===== src/rtl/pll_pwrseq_pkg.sv =====
`timescale 1ns/1ps
package pll_pwrseq_pkg;

  localparam int MODE_OUT_BIT  = 0;
  localparam int MODE_BYP_BIT  = 1;
  localparam int MODE_RST_BIT  = 2;
  localparam int MODE_LOCK_LSB = 8;
  localparam int MODE_BIAS_LSB = 14;
  localparam int MODE_CNT_W    = 6;
  localparam int MODE_VOTE_BIT = 20;
  localparam int MODE_HOLD_BIT = 21;

  localparam int STAT_ACT_BIT  = 0;
  localparam int STAT_TMO_BIT  = 1;
  localparam int STAT_LOCK_BIT = 16;

  localparam logic [31:0] MODE_RESET = 32'h0020_4800;
  localparam logic [31:0] MODE_WMASK = 32'h003F_FF0F;

  localparam logic [1:0] ADDR_MODE = 2'd0;
  localparam logic [1:0] ADDR_VOTE = 2'd1;
  localparam logic [1:0] ADDR_STAT = 2'd2;

  typedef enum logic [2:0] {
    ST_OFF, ST_SETTLE, ST_GAP, ST_LOCKW, ST_RUN, ST_FAIL
  } seqState_t;

  typedef enum logic [1:0] {TGT_BIAS, TGT_GAP, TGT_LOCK} tgtSel_t;

  typedef struct packed {
    logic    bypassN;
    logic    resetN;
    logic    outEn;
    logic    restart;
    tgtSel_t tgt;
    logic    setTimeout;
    logic    clrTimeout;
  } seqCmd_t;

endpackage


===== src/rtl/pll_pwrseq_ctrl.sv =====
`timescale 1ns/1ps
module pll_pwrseq_ctrl
  import pll_pwrseq_pkg::*;
(
  input  logic      clk,
  input  logic      rstN,
  input  logic      fsmEn,
  input  logic      anyVote,
  input  logic      timerDone,
  input  logic      lockSync,
  output seqCmd_t   cmd,
  output seqState_t stateQ
);

  seqState_t stateNxt;

  always_comb begin
    stateNxt = stateQ;
    if (!fsmEn) begin
      stateNxt = ST_OFF;
    end else begin
      unique case (stateQ)
        ST_OFF:    if (anyVote) stateNxt = ST_SETTLE;
        ST_SETTLE: if (!anyVote) stateNxt = ST_OFF;
                   else if (timerDone) stateNxt = ST_GAP;
        ST_GAP:    if (!anyVote) stateNxt = ST_OFF;
                   else if (timerDone) stateNxt = ST_LOCKW;
        ST_LOCKW:  if (!anyVote) stateNxt = ST_OFF;
                   else if (lockSync) stateNxt = ST_RUN;
                   else if (timerDone) stateNxt = ST_FAIL;
        ST_RUN:    if (!anyVote) stateNxt = ST_OFF;
        ST_FAIL:   if (!anyVote) stateNxt = ST_OFF;
        default:   stateNxt = ST_OFF;
      endcase
    end
  end

  always_ff @(posedge clk) begin
    if (!rstN) stateQ <= ST_OFF;
    else       stateQ <= stateNxt;
  end

  always_comb begin
    cmd            = '0;
    cmd.restart    = (stateNxt != stateQ);
    cmd.clrTimeout = (stateQ == ST_OFF) && (stateNxt == ST_SETTLE);
    cmd.setTimeout = (stateQ == ST_LOCKW) && (stateNxt == ST_FAIL);
    cmd.bypassN    = (stateQ == ST_GAP) || (stateQ == ST_LOCKW) || (stateQ == ST_RUN);
    cmd.resetN     = (stateQ == ST_LOCKW) || (stateQ == ST_RUN);
    cmd.outEn      = (stateQ == ST_RUN);
    unique case (stateQ)
      ST_GAP:   cmd.tgt = TGT_GAP;
      ST_LOCKW: cmd.tgt = TGT_LOCK;
      default:  cmd.tgt = TGT_BIAS;
    endcase
  end

endmodule


===== src/rtl/pll_pwrseq_dp.sv =====
`timescale 1ns/1ps
module pll_pwrseq_dp
  import pll_pwrseq_pkg::*;
#(
  parameter int NUM_VOTERS  = 4,
  parameter int TICK_DIV    = 200,
  parameter int GAP_TICKS   = 10,
  parameter int SYNC_STAGES = 2
) (
  input  logic                  clk,
  input  logic                  rstN,
  input  logic                  wrEn,
  input  logic [1:0]            wrAddr,
  input  logic [31:0]           wrData,
  input  logic [1:0]            rdAddr,
  output logic [31:0]           rdData,
  input  logic                  pllLockDet,
  input  seqCmd_t               cmd,
  output logic                  anyVote,
  output logic                  fsmEn,
  output logic                  voteMode,
  output logic                  timerDone,
  output logic                  lockSync,
  output logic                  timeoutFlag,
  output logic                  pllBypassN,
  output logic                  pllResetN,
  output logic                  pllOutEn,
  output logic [NUM_VOTERS-1:0] voteAck
);

  localparam int CNT_MAX   = 1 << MODE_CNT_W;
  localparam int MAX_TICKS = (GAP_TICKS > CNT_MAX) ? GAP_TICKS : CNT_MAX;
  localparam int TW        = $clog2(MAX_TICKS + 1);

  logic [31:0]           modeReg;
  logic [NUM_VOTERS-1:0] voteReg;
  logic [TW-1:0]         tickCnt;
  logic [TW-1:0]         target;
  logic                  tick;
  logic [2:0]            pinQ;
  logic                  active;
  logic [SYNC_STAGES-1:0] syncQ;

  always_ff @(posedge clk) begin
    if (!rstN) begin
      modeReg <= MODE_RESET;
      voteReg <= '0;
    end else if (wrEn) begin
      if (wrAddr == ADDR_MODE) modeReg <= wrData & MODE_WMASK;
      if (wrAddr == ADDR_VOTE) voteReg <= wrData[NUM_VOTERS-1:0];
    end
  end

  assign anyVote  = |voteReg;
  assign voteMode = modeReg[MODE_VOTE_BIT];
  assign fsmEn    = voteMode && !modeReg[MODE_HOLD_BIT];

  // reference-tick prescaler, restarted at each sequencer step
  if (TICK_DIV == 1) begin : g_noPre
    assign tick = 1'b1;
  end else begin : g_pre
    localparam int PW = $clog2(TICK_DIV);
    logic [PW-1:0] preCnt;
    always_ff @(posedge clk) begin
      if (!rstN || cmd.restart)              preCnt <= '0;
      else if (preCnt == PW'(TICK_DIV - 1))  preCnt <= '0;
      else                                   preCnt <= preCnt + PW'(1);
    end
    assign tick = (preCnt == PW'(TICK_DIV - 1));
  end

  always_ff @(posedge clk) begin
    if (!rstN || cmd.restart)        tickCnt <= '0;
    else if (tick && tickCnt != '1)  tickCnt <= tickCnt + TW'(1);
  end

  always_comb begin
    unique case (cmd.tgt)
      TGT_GAP:  target = TW'(GAP_TICKS);
      TGT_LOCK: target = TW'(modeReg[MODE_LOCK_LSB +: MODE_CNT_W]) + TW'(1);
      default:  target = TW'(modeReg[MODE_BIAS_LSB +: MODE_CNT_W]) + TW'(1);
    endcase
  end

  assign timerDone = (tickCnt >= target);

  always_ff @(posedge clk) begin
    if (!rstN)               timeoutFlag <= 1'b0;
    else if (cmd.clrTimeout) timeoutFlag <= 1'b0;
    else if (cmd.setTimeout) timeoutFlag <= 1'b1;
  end

  if (SYNC_STAGES == 1) begin : g_sync1
    always_ff @(posedge clk) begin
      if (!rstN) syncQ <= '0;
      else       syncQ <= pllLockDet;
    end
  end else begin : g_syncN
    always_ff @(posedge clk) begin
      if (!rstN) syncQ <= '0;
      else       syncQ <= {syncQ[SYNC_STAGES-2:0], pllLockDet};
    end
  end
  assign lockSync = syncQ[SYNC_STAGES-1];

  // pin register: index 0 gate, 1 bypass release, 2 reset release
  always_ff @(posedge clk) begin
    if (!rstN)         pinQ <= '0;
    else if (voteMode) pinQ <= {cmd.resetN, cmd.bypassN, cmd.outEn};
    else               pinQ <= {modeReg[MODE_RST_BIT], modeReg[MODE_BYP_BIT],
                                modeReg[MODE_OUT_BIT]};
  end

  assign pllOutEn   = pinQ[0];
  assign pllBypassN = pinQ[1];
  assign pllResetN  = pinQ[2];
  assign active     = &pinQ;

  for (genvar i = 0; i < NUM_VOTERS; i++) begin : g_ack
    assign voteAck[i] = voteReg[i] & active;
  end

  always_comb begin
    rdData = '0;
    unique case (rdAddr)
      ADDR_MODE: rdData = modeReg;
      ADDR_VOTE: rdData[NUM_VOTERS-1:0] = voteReg;
      ADDR_STAT: begin
        rdData[STAT_ACT_BIT]  = active;
        rdData[STAT_TMO_BIT]  = timeoutFlag;
        rdData[STAT_LOCK_BIT] = lockSync;
      end
      default: rdData = '0;
    endcase
  end

endmodule


===== src/rtl/pll_pwrseq.sv =====
`timescale 1ns/1ps
module pll_pwrseq
  import pll_pwrseq_pkg::*;
#(
  parameter int NUM_VOTERS  = 4,
  parameter int TICK_DIV    = 200,
  parameter int GAP_TICKS   = 10,
  parameter int SYNC_STAGES = 2
) (
  input  logic                  clk,
  input  logic                  rstN,
  input  logic                  wrEn,
  input  logic [1:0]            wrAddr,
  input  logic [31:0]           wrData,
  input  logic [1:0]            rdAddr,
  output logic [31:0]           rdData,
  input  logic                  pllLockDet,
  output logic                  pllBypassN,
  output logic                  pllResetN,
  output logic                  pllOutEn,
  output logic [NUM_VOTERS-1:0] voteAck
);

  seqCmd_t   cmd;
  seqState_t stateQ;
  logic      anyVote, fsmEn, voteMode, timerDone, lockSync, timeoutFlag;

  pll_pwrseq_ctrl u_ctrl (
    .clk       (clk),
    .rstN      (rstN),
    .fsmEn     (fsmEn),
    .anyVote   (anyVote),
    .timerDone (timerDone),
    .lockSync  (lockSync),
    .cmd       (cmd),
    .stateQ    (stateQ)
  );

  pll_pwrseq_dp #(
    .NUM_VOTERS  (NUM_VOTERS),
    .TICK_DIV    (TICK_DIV),
    .GAP_TICKS   (GAP_TICKS),
    .SYNC_STAGES (SYNC_STAGES)
  ) u_dp (
    .clk         (clk),
    .rstN        (rstN),
    .wrEn        (wrEn),
    .wrAddr      (wrAddr),
    .wrData      (wrData),
    .rdAddr      (rdAddr),
    .rdData      (rdData),
    .pllLockDet  (pllLockDet),
    .cmd         (cmd),
    .anyVote     (anyVote),
    .fsmEn       (fsmEn),
    .voteMode    (voteMode),
    .timerDone   (timerDone),
    .lockSync    (lockSync),
    .timeoutFlag (timeoutFlag),
    .pllBypassN  (pllBypassN),
    .pllResetN   (pllResetN),
    .pllOutEn    (pllOutEn),
    .voteAck     (voteAck)
  );

endmodule


===== config.mk =====
export PLATFORM = sky130hd
export DESIGN_NAME = pll_pwrseq
export DESIGN_NICKNAME = d
export VERILOG_FILES = /design/src/rtl/pll_pwrseq_pkg.sv /design/src/rtl/pll_pwrseq_ctrl.sv /design/src/rtl/pll_pwrseq_dp.sv /design/src/rtl/pll_pwrseq.sv
export SDC_FILE = /design/constraint.sdc
export NUM_CORES = 1
export LEC_CHECK = 0
export ABC_AREA = 1
export CAP_MARGIN = 40
export CORE_MARGIN = 2
export CORE_UTILIZATION = 51
export DETAILED_ROUTE_END_ITERATION = 8
export GPL_TIMING_DRIVEN = 0
export HOLD_SLACK_MARGIN = 0.03
export PLACE_DENSITY = 0.88
export SLEW_MARGIN = 5
export SYNTH_ARGS = -nofsm -noshare
export SYNTH_HDL_FRONTEND = slang
export SYNTH_HIERARCHICAL = 1
export SYNTH_SLANG_ARGS = --single-unit

===== constraint.sdc =====
create_clock -name clk -period 7.74 [get_ports clk]
set_input_delay 2.322 -clock clk [delete_from_list [all_inputs] [get_ports clk]]
set_output_delay 2.322 -clock clk [all_outputs]
set_load 0.05 [all_outputs]

==> impl_metrics.json, run 1 <==
{
  "outcome": "complete, no violations",
  "placementRows": 26,
  "drive_above_1_share": 0.08715,
  "syn_area_per_cell_um2": 6.827,
  "antenna_found_initial": 0,
  "drv_cap": 0,
  "tns_ps": 0,
  "final_cells": 529,
  "drt_iter0_markers": 139,
  "dr.pass1.iters": 5,
  "synth-seq-area-share": 0.3477,
  "insertion_delay_ps": 290,
  "holdWs_ps": 423.5,
  "drv_slew": 0,
  "ios": 79,
  "critical_path.cell_chain": "clkdlybuf4s50_1 -> nor2_1 -> inv_1 -> clkbuf_1 -> nor2_1 -> clkdlybuf4s50_1",
  "numCtsBuffers": 5,
  "period_needed_ps": 6792,
  "leakage_nw": 1.403,
  "grt_pass1_vias": 2533,
  "fp.coreArea_um2": 5075,
  "cts.sinks": 46,
  "grt_overflow": 0,
  "routed-via-count": 2647,
  "fillers": 447,
  "die_area_um2": 5786,
  "grt_max_degree": 15,
  "post-route-period-util": 0.8776,
  "layout.nets": 507,
  "max_freq_mhz": 147.2,
  "min_path_type": "flop to flop",
  "drc": 0,
  "areaGrowthSynthToFinish_pct": 27.63,
  "clockBufferDepth": 2,
  "grt_use_total": 0.2110,
  "ys_seq_elements": 46,
  "synth_top_cell_by_area": "dfxtp_1",
  "ir_drop_mv": 0.08263,
  "vias_per_cell": 5.004,
  "critical_path_class": "input pin to output port",
  "cts_resized": 0,
  "required_ps": 5420,
  "total_power_uw": 493.8,
  "finalSetupViolCount": 0,
  "avgRoutedWirePerCell_um": 11.38,
  "grt_pass1_wl_um": 10430,
  "antenna_cells": 0,
  "crit_family": "buffers and inverters",
  "synth.distinct_cells": 38,
  "crit_fanout": 10,
  "wl_um": 6019,
  "startpoint_type": "input pin",
  "initial_core_util": 0.5219,
  "hpwl_um": 4691,
  "ant_nets": 0,
  "synth.area.top_cells": "dfxtp_1 35%, nor2_1 8.5%, nand2_1 7.9%",
  "setup_ws_ps": 947.6,
  "cts_tree": "done",
  "grt_setup_unrepaired": "no",
  "critPathSlowestCell": "clkdlybuf4s50_1",
  "port_buffers": 50,
  "critical-path-max-stage-delay_ps": 820,
  "gp_congestion": 0.8346,
  "cp_num_buf_inv": 4,
  "skew_ps": 10.99,
  "cts_hold_buffers": 0,
  "cts_setup_buffers": 0,
  "clk_pin_slew_ps": 80,
  "power.density_nw_per_um2": 146.1,
  "hold_viol_final": 0,
  "cts-root-buf": "clkbuf_8",
  "synthCells": 388,
  "worst_slew_pin_slew_ps": 530.5,
  "dpl.cell_count": 521,
  "syn_area_um2": 2649,
  "relSlewSlack": 0.6452,
  "htree_levels": 2,
  "synth_top_area_share": 0.3477,
  "place_ws_ps": 928.7,
  "critPathArrivalTime_ps": 4470,
  "yosys_warnings": 6,
  "die_w_um": 76.07,
  "die_height_um": 76.07,
  "cp-end-kind": "output port"
}
worst paths after layout:
check | to | slack [ps] | from | cells after the start
setup / recovery | rdData[11] | 950 | rdAddr[1] | 6
setup reg to reg | u_dp/g_pre.preCnt[6]$_SDFF_PP0_ | 3900 | u_ctrl/stateQ[2]$_SDFF_PN0_ | 24
hold / removal | u_dp/syncQ[1]$_SDFF_PN0_ | 420 | u_dp/syncQ[0]$_SDFF_PN0_ | 2
hold reg to reg | u_dp/syncQ[1]$_SDFF_PN0_ | 420 | u_dp/syncQ[0]$_SDFF_PN0_ | 2
final cells by class:
type / instances / area [um^2] / share of cell area
Multi-Input combinational cell: 278 / 1391 / 0.4115
Sequential cell: 46 / 920.9 / 0.2724
Timing Repair Buffer: 50 / 500.5 / 0.1480
Inverter: 53 / 209.0 / 0.06181
Buffer: 24 / 176.4 / 0.05218
Tap cell: 70 / 87.58 / 0.02591
Clock buffer: 6 / 82.58 / 0.02443
Clock inverter: 2 / 12.51 / 0.003701
report_power, final:
| part | switching [mW] | leakage (nW) | internal [mW] |
|---|---|---|---|
| Clock | 0.0794 | 0.0472 | 0.0718 |
| Combinational | 0.0584 | 0.981 | 0.0341 |
| Sequential | 0.00480 | 0.375 | 0.245 |
| Total | 0.143 | 1.40 | 0.351 |
per-stage QoR:
step	area [um^2]	util
2_1_floorplan	2698	-
3_3_place_gp	3286	0.6474
3_5_place_dp	3286	0.6474
4_1_cts	3381	0.6662
5_1_grt	3381	0.6662
6_report	3381	0.6662
cell families after synthesis:
family,synth area share
AOI/OAI and AO/OA,0.1540
xor gates and xnor gates,0.009922
adders and majority gates,0.04251
buffers and inverters,0.1455
DFF,0.3477
other,0.001416
and+or+nand+nor,0.2990
metal layers:
metal	global-route usage	up-vias	part of all wire
met5	0	-	0
met3	0.03199	8	0.048
li1	-	1371	-
met1	0.2548	1175	0.45
met4	0.08182	0	0.013
met2	0.3777	93	0.49
cell usage in the layout (no fill, tap or decap), types with 2 or more instances in the layout:
| master | n |
|---|---|
| nor2_1 | 60 |
| nand2_1 | 56 |
| clkdlybuf4s50_1 | 50 |
| inv_1 | 50 |
| dfxtp_1 | 46 |
| o21ai_0 | 37 |
| nand3_1 | 29 |
| a21oi_1 | 27 |
| buf_4 | 14 |
| conb_1 | 14 |
| nand4_1 | 10 |
| ha_1 | 9 |
| clkbuf_8 | 7 |
| nor3_1 | 7 |
| o211ai_1 | 5 |
| clkbuf_1 | 5 |
| nand2_2 | 4 |
| buf_6 | 3 |
| nor2_2 | 2 |
| a31oi_1 | 2 |
| xnor2_1 | 2 |
synthesized netlist by cell type (all sizes together):
library cell	instances
nor2	64
nand2	61
inv	52
dfxtp	46
o21ai	38
nand3	29
a21oi	28
buf	18
nand4	10
ha	9
nor3	7
clkbuf	6
o211ai	5
a31oi	2
or2	2
xnor2	2
a211oi	1
clkinv	1
conb	1
nand3b	1
nor3b	1
nor4	1
o21bai	1
o221ai	1
xor2	1
tightest hold or removal path, stage by stage (launching register included):
cell and delay (ps):
dfxtp_1 310, nand2_1 50, inv_1 40
sequential cells by signal, indices dropped and copies added (netlist names):
register,cells
u_dp/timeoutFlag,1
u_dp/tickCnt,7
u_dp/voteReg,4
u_dp/modeReg,18
u_dp/g_pre.preCnt,8
u_dp/syncQ,2
u_dp/pinQ,3
u_ctrl/stateQ,3
(Power assumes the default switching activity.)
==> inputs of run 2 (changes only) <==
--- a/config.mk
+++ b/config.mk
@@ -10,11 +10,10 @@
 export CORE_MARGIN = 2
 export CORE_UTILIZATION = 51
 export DETAILED_ROUTE_END_ITERATION = 8
-export GPL_TIMING_DRIVEN = 0
 export HOLD_SLACK_MARGIN = 0.03
+export MAX_ROUTING_LAYER = met4
 export PLACE_DENSITY = 0.88
 export SLEW_MARGIN = 5
 export SYNTH_ARGS = -nofsm -noshare
 export SYNTH_HDL_FRONTEND = slang
-export SYNTH_HIERARCHICAL = 1
 export SYNTH_SLANG_ARGS = --single-unit
==> impl_metrics.json, run 2 <==
{
  "outcome": "complete, no violations",
  "async_flop_share": 0,
  "ir_drop_mv": 0.1014,
  "critPathArrivalTime_ps": 4470,
  "critPathSlowestCell": "clkdlybuf4s50_1",
  "crit_family": "buffers and inverters",
  "die_height_um": 75.68,
  "wl_um": 5671,
  "antenna_cells": 0,
  "drc": 0,
  "cts_hold_buffers": 0,
  "cts_resized": 0,
  "initial_core_util": 0.5196,
  "grt_max_degree": 29,
  "grt_setup_unrepaired": "no",
  "synth-seq-area-share": 0.3515,
  "required_ps": 5420,
  "synth_common_cells": "60 x nand2_1, 54 x nor2_1, 51 x inv_1",
  "largest_register": "u_dp.modeReg",
  "holdWs_ps": 424.6,
  "synth_top_cell_by_area": "dfxtp_1",
  "clockBufferDepth": 2,
  "synthFlopType": "dfxtp_1",
  "synth.area.top_cells": "dfxtp_1 35%, nand2_1 8.6%, nor2_1 7.7%",
  "grt_overflow": 0,
  "crit_fanout": 13,
  "drt_iter0_markers": 66,
  "dr.pass1.iters": 4,
  "cp-end-kind": "output port",
  "areaGrowthSynthToFinish_pct": 21.92,
  "synthCells": 381,
  "power.density_nw_per_um2": 150.4,
  "syn_area_per_cell_um2": 6.877,
  "hold_depth": 2,
  "fp.coreArea_um2": 5042,
  "hpwl_um": 4382,
  "layout_common_cells": "60 x nand2_1, 54 x nor2_1, 51 x inv_1",
  "critical_path.cell_chain": "clkdlybuf4s50_1 -> nor2_1 -> inv_1 -> nor2_1 -> clkdlybuf4s50_1",
  "largest_register_ffs": 18,
  "htree_levels": 2,
  "multi_input_area_um2": 1380,
  "post-synth-top-count-cell": "nand2_1",
  "cts.sinks": 46,
  "min_path_type": "flop to flop",
  "period_needed_ps": 6789,
  "finalSetupViolCount": 0,
  "startpoint_type": "input pin",
  "tns_ps": 0,
  "gp_congestion": 0.8735,
  "die_w_um": 75.68,
  "cts_setup_buffers": 0,
  "synth_edf_count": 0,
  "syn_area_um2": 2620,
  "placementRows": 26,
  "rr_worst_depth": 22,
  "leakage_nw": 1.312,
  "ant_nets": 0,
  "drv_cap": 0,
  "clk_pin_slew_ps": 90,
  "grt_pass1_wl_um": 9411,
  "grt_pass1_vias": 2339,
  "hold_viol_final": 0,
  "grt_use_total": 0.2186,
  "layout.area.seq_um2": 920.9,
  "synth_top_area_share": 0.3515,
  "critical-path-max-stage-delay_ps": 830,
  "post-route-period-util": 0.8771,
  "layout.nets": 477,
  "synth.distinct_cells": 32,
  "antenna_found_initial": 0,
  "port_buffers": 50,
  "relSlewSlack": 0.4652,
  "mostFrequentLayoutCell": "nand2_1",
  "die_area_um2": 5727,
  "cts_tree": "done",
  "ios": 79,
  "worst_slew_pin_slew_ps": 799.7,
  "drv_slew": 0,
  "drive_above_1_share": 0.08645,
  "worst-path-stages": 5,
  "vias_per_cell": 5.000,
  "max_freq_mhz": 147.3,
  "cts-root-buf": "clkbuf_8",
  "insertion_delay_ps": 300,
  "critical_path_class": "input pin to output port",
  "top_regs": "u_dp.modeReg (18), u_dp.g_pre.preCnt (8), u_dp.tickCnt (7)",
  "routed-via-count": 2490,
  "avgRoutedWirePerCell_um": 11.39,
  "cp_num_buf_inv": 3,
  "skew_ps": 11.40,
  "numCtsBuffers": 5,
  "ys_seq_elements": 46,
  "yosys_warnings": 0,
  "fillers": 439
}
-- run 2: changes by cell type in the layout (fill, tap and decap cells not counted), moves of 6 or more --
cell and change:
nor2_2 +7, nor2_1 -6, buf_4 -13, nand4_1 -7, o21ai_0 -10, inv_2 +6
nand3_1 -6
-- run 2: layout make-up --
cell class | count | share of cell area
multi-input cells | 267 | 0.4320
flip-flops and latches | 46 | 0.2883
repair buffers | 51 | 0.1590
inverters | 57 | 0.06698
well taps | 70 | 0.02742
clock buffers | 5 | 0.02154
clock inverters | 2 | 0.004700
-- run 2: stage by stage --
stage               power [mW]  utilization  instances  setup WS, ps  area, um^2
floorplan               0.3207            -        394          1668        2669
global placement        0.3410       0.6169        491          1015        3110
detailed placement      0.3435       0.6169        491         989.7        3110
CTS                     0.4827       0.6335        498         954.1        3194
global route            0.5022       0.6335        498         816.3        3194
finish                  0.4804       0.6335        498         951.3        3194
-- run 2: worst reg2reg max path, stage by stage (launching register included) --
cell,delay [ps]
dfxtp_1,500
nand3_2,340
o21ai_1,290
nand2_1,140
nor2_4,120
nand2_2,80
nor2_1,120
nand2_1,60
inv_1,70
nor2_1,40
o21ai_0,100
ha_1,260
nand2_1,80
inv_1,40
a21oi_1,350
nand3_1,170
nand2_2,110
nand3_2,70
nand2_1,60
nand2_1,80
nor2_4,130
nand3_4,160
nor2_2,110
-- run 2: metal layers --
metal | wire length [um] | global-route usage | share of wire | vias to the layer above
met5 | 0 | - | 0 | -
met4 | 99 | 0.06433 | 0.017 | 0
met2 | 2917 | 0.3894 | 0.51 | 76
li1 | - | - | - | 1275
met3 | 266 | 0.05291 | 0.047 | 12
met1 | 2388 | 0.2412 | 0.42 | 1127
-- run 2: cell families after synthesis --
logic type,share of synthesized area
adder cells (fa/ha/maj),0.04298
AO/OA/AOI/OAI,0.1380
buffers and inverters,0.1404
other,0.001431
XOR/XNOR,0.03343
AND/OR/NAND/NOR,0.2923
flip-flops,0.3515
-- run 2: power by group --
part,switching (mW),internal (mW),leakage [nW]
Clock,0.0801,0.0617,0.0362
Sequential,0.00480,0.245,0.375
Combinational,0.0583,0.0302,0.901
-- run 2: path summary, 6_finish.rpt --
path | start | endpoint | slack [ps]
worst max-delay path | rdAddr[1] | rdData[15] | 950
worst min-delay path | u_dp.syncQ[0]$_SDFF_PN0_ | u_dp.syncQ[1]$_SDFF_PN0_ | 420
worst max register to register | u_ctrl.stateQ[0]$_SDFF_PN0_ | u_dp.g_pre.preCnt[2]$_SDFF_PP0_ | 4190
worst min register to register | u_dp.syncQ[0]$_SDFF_PN0_ | u_dp.syncQ[1]$_SDFF_PN0_ | 420
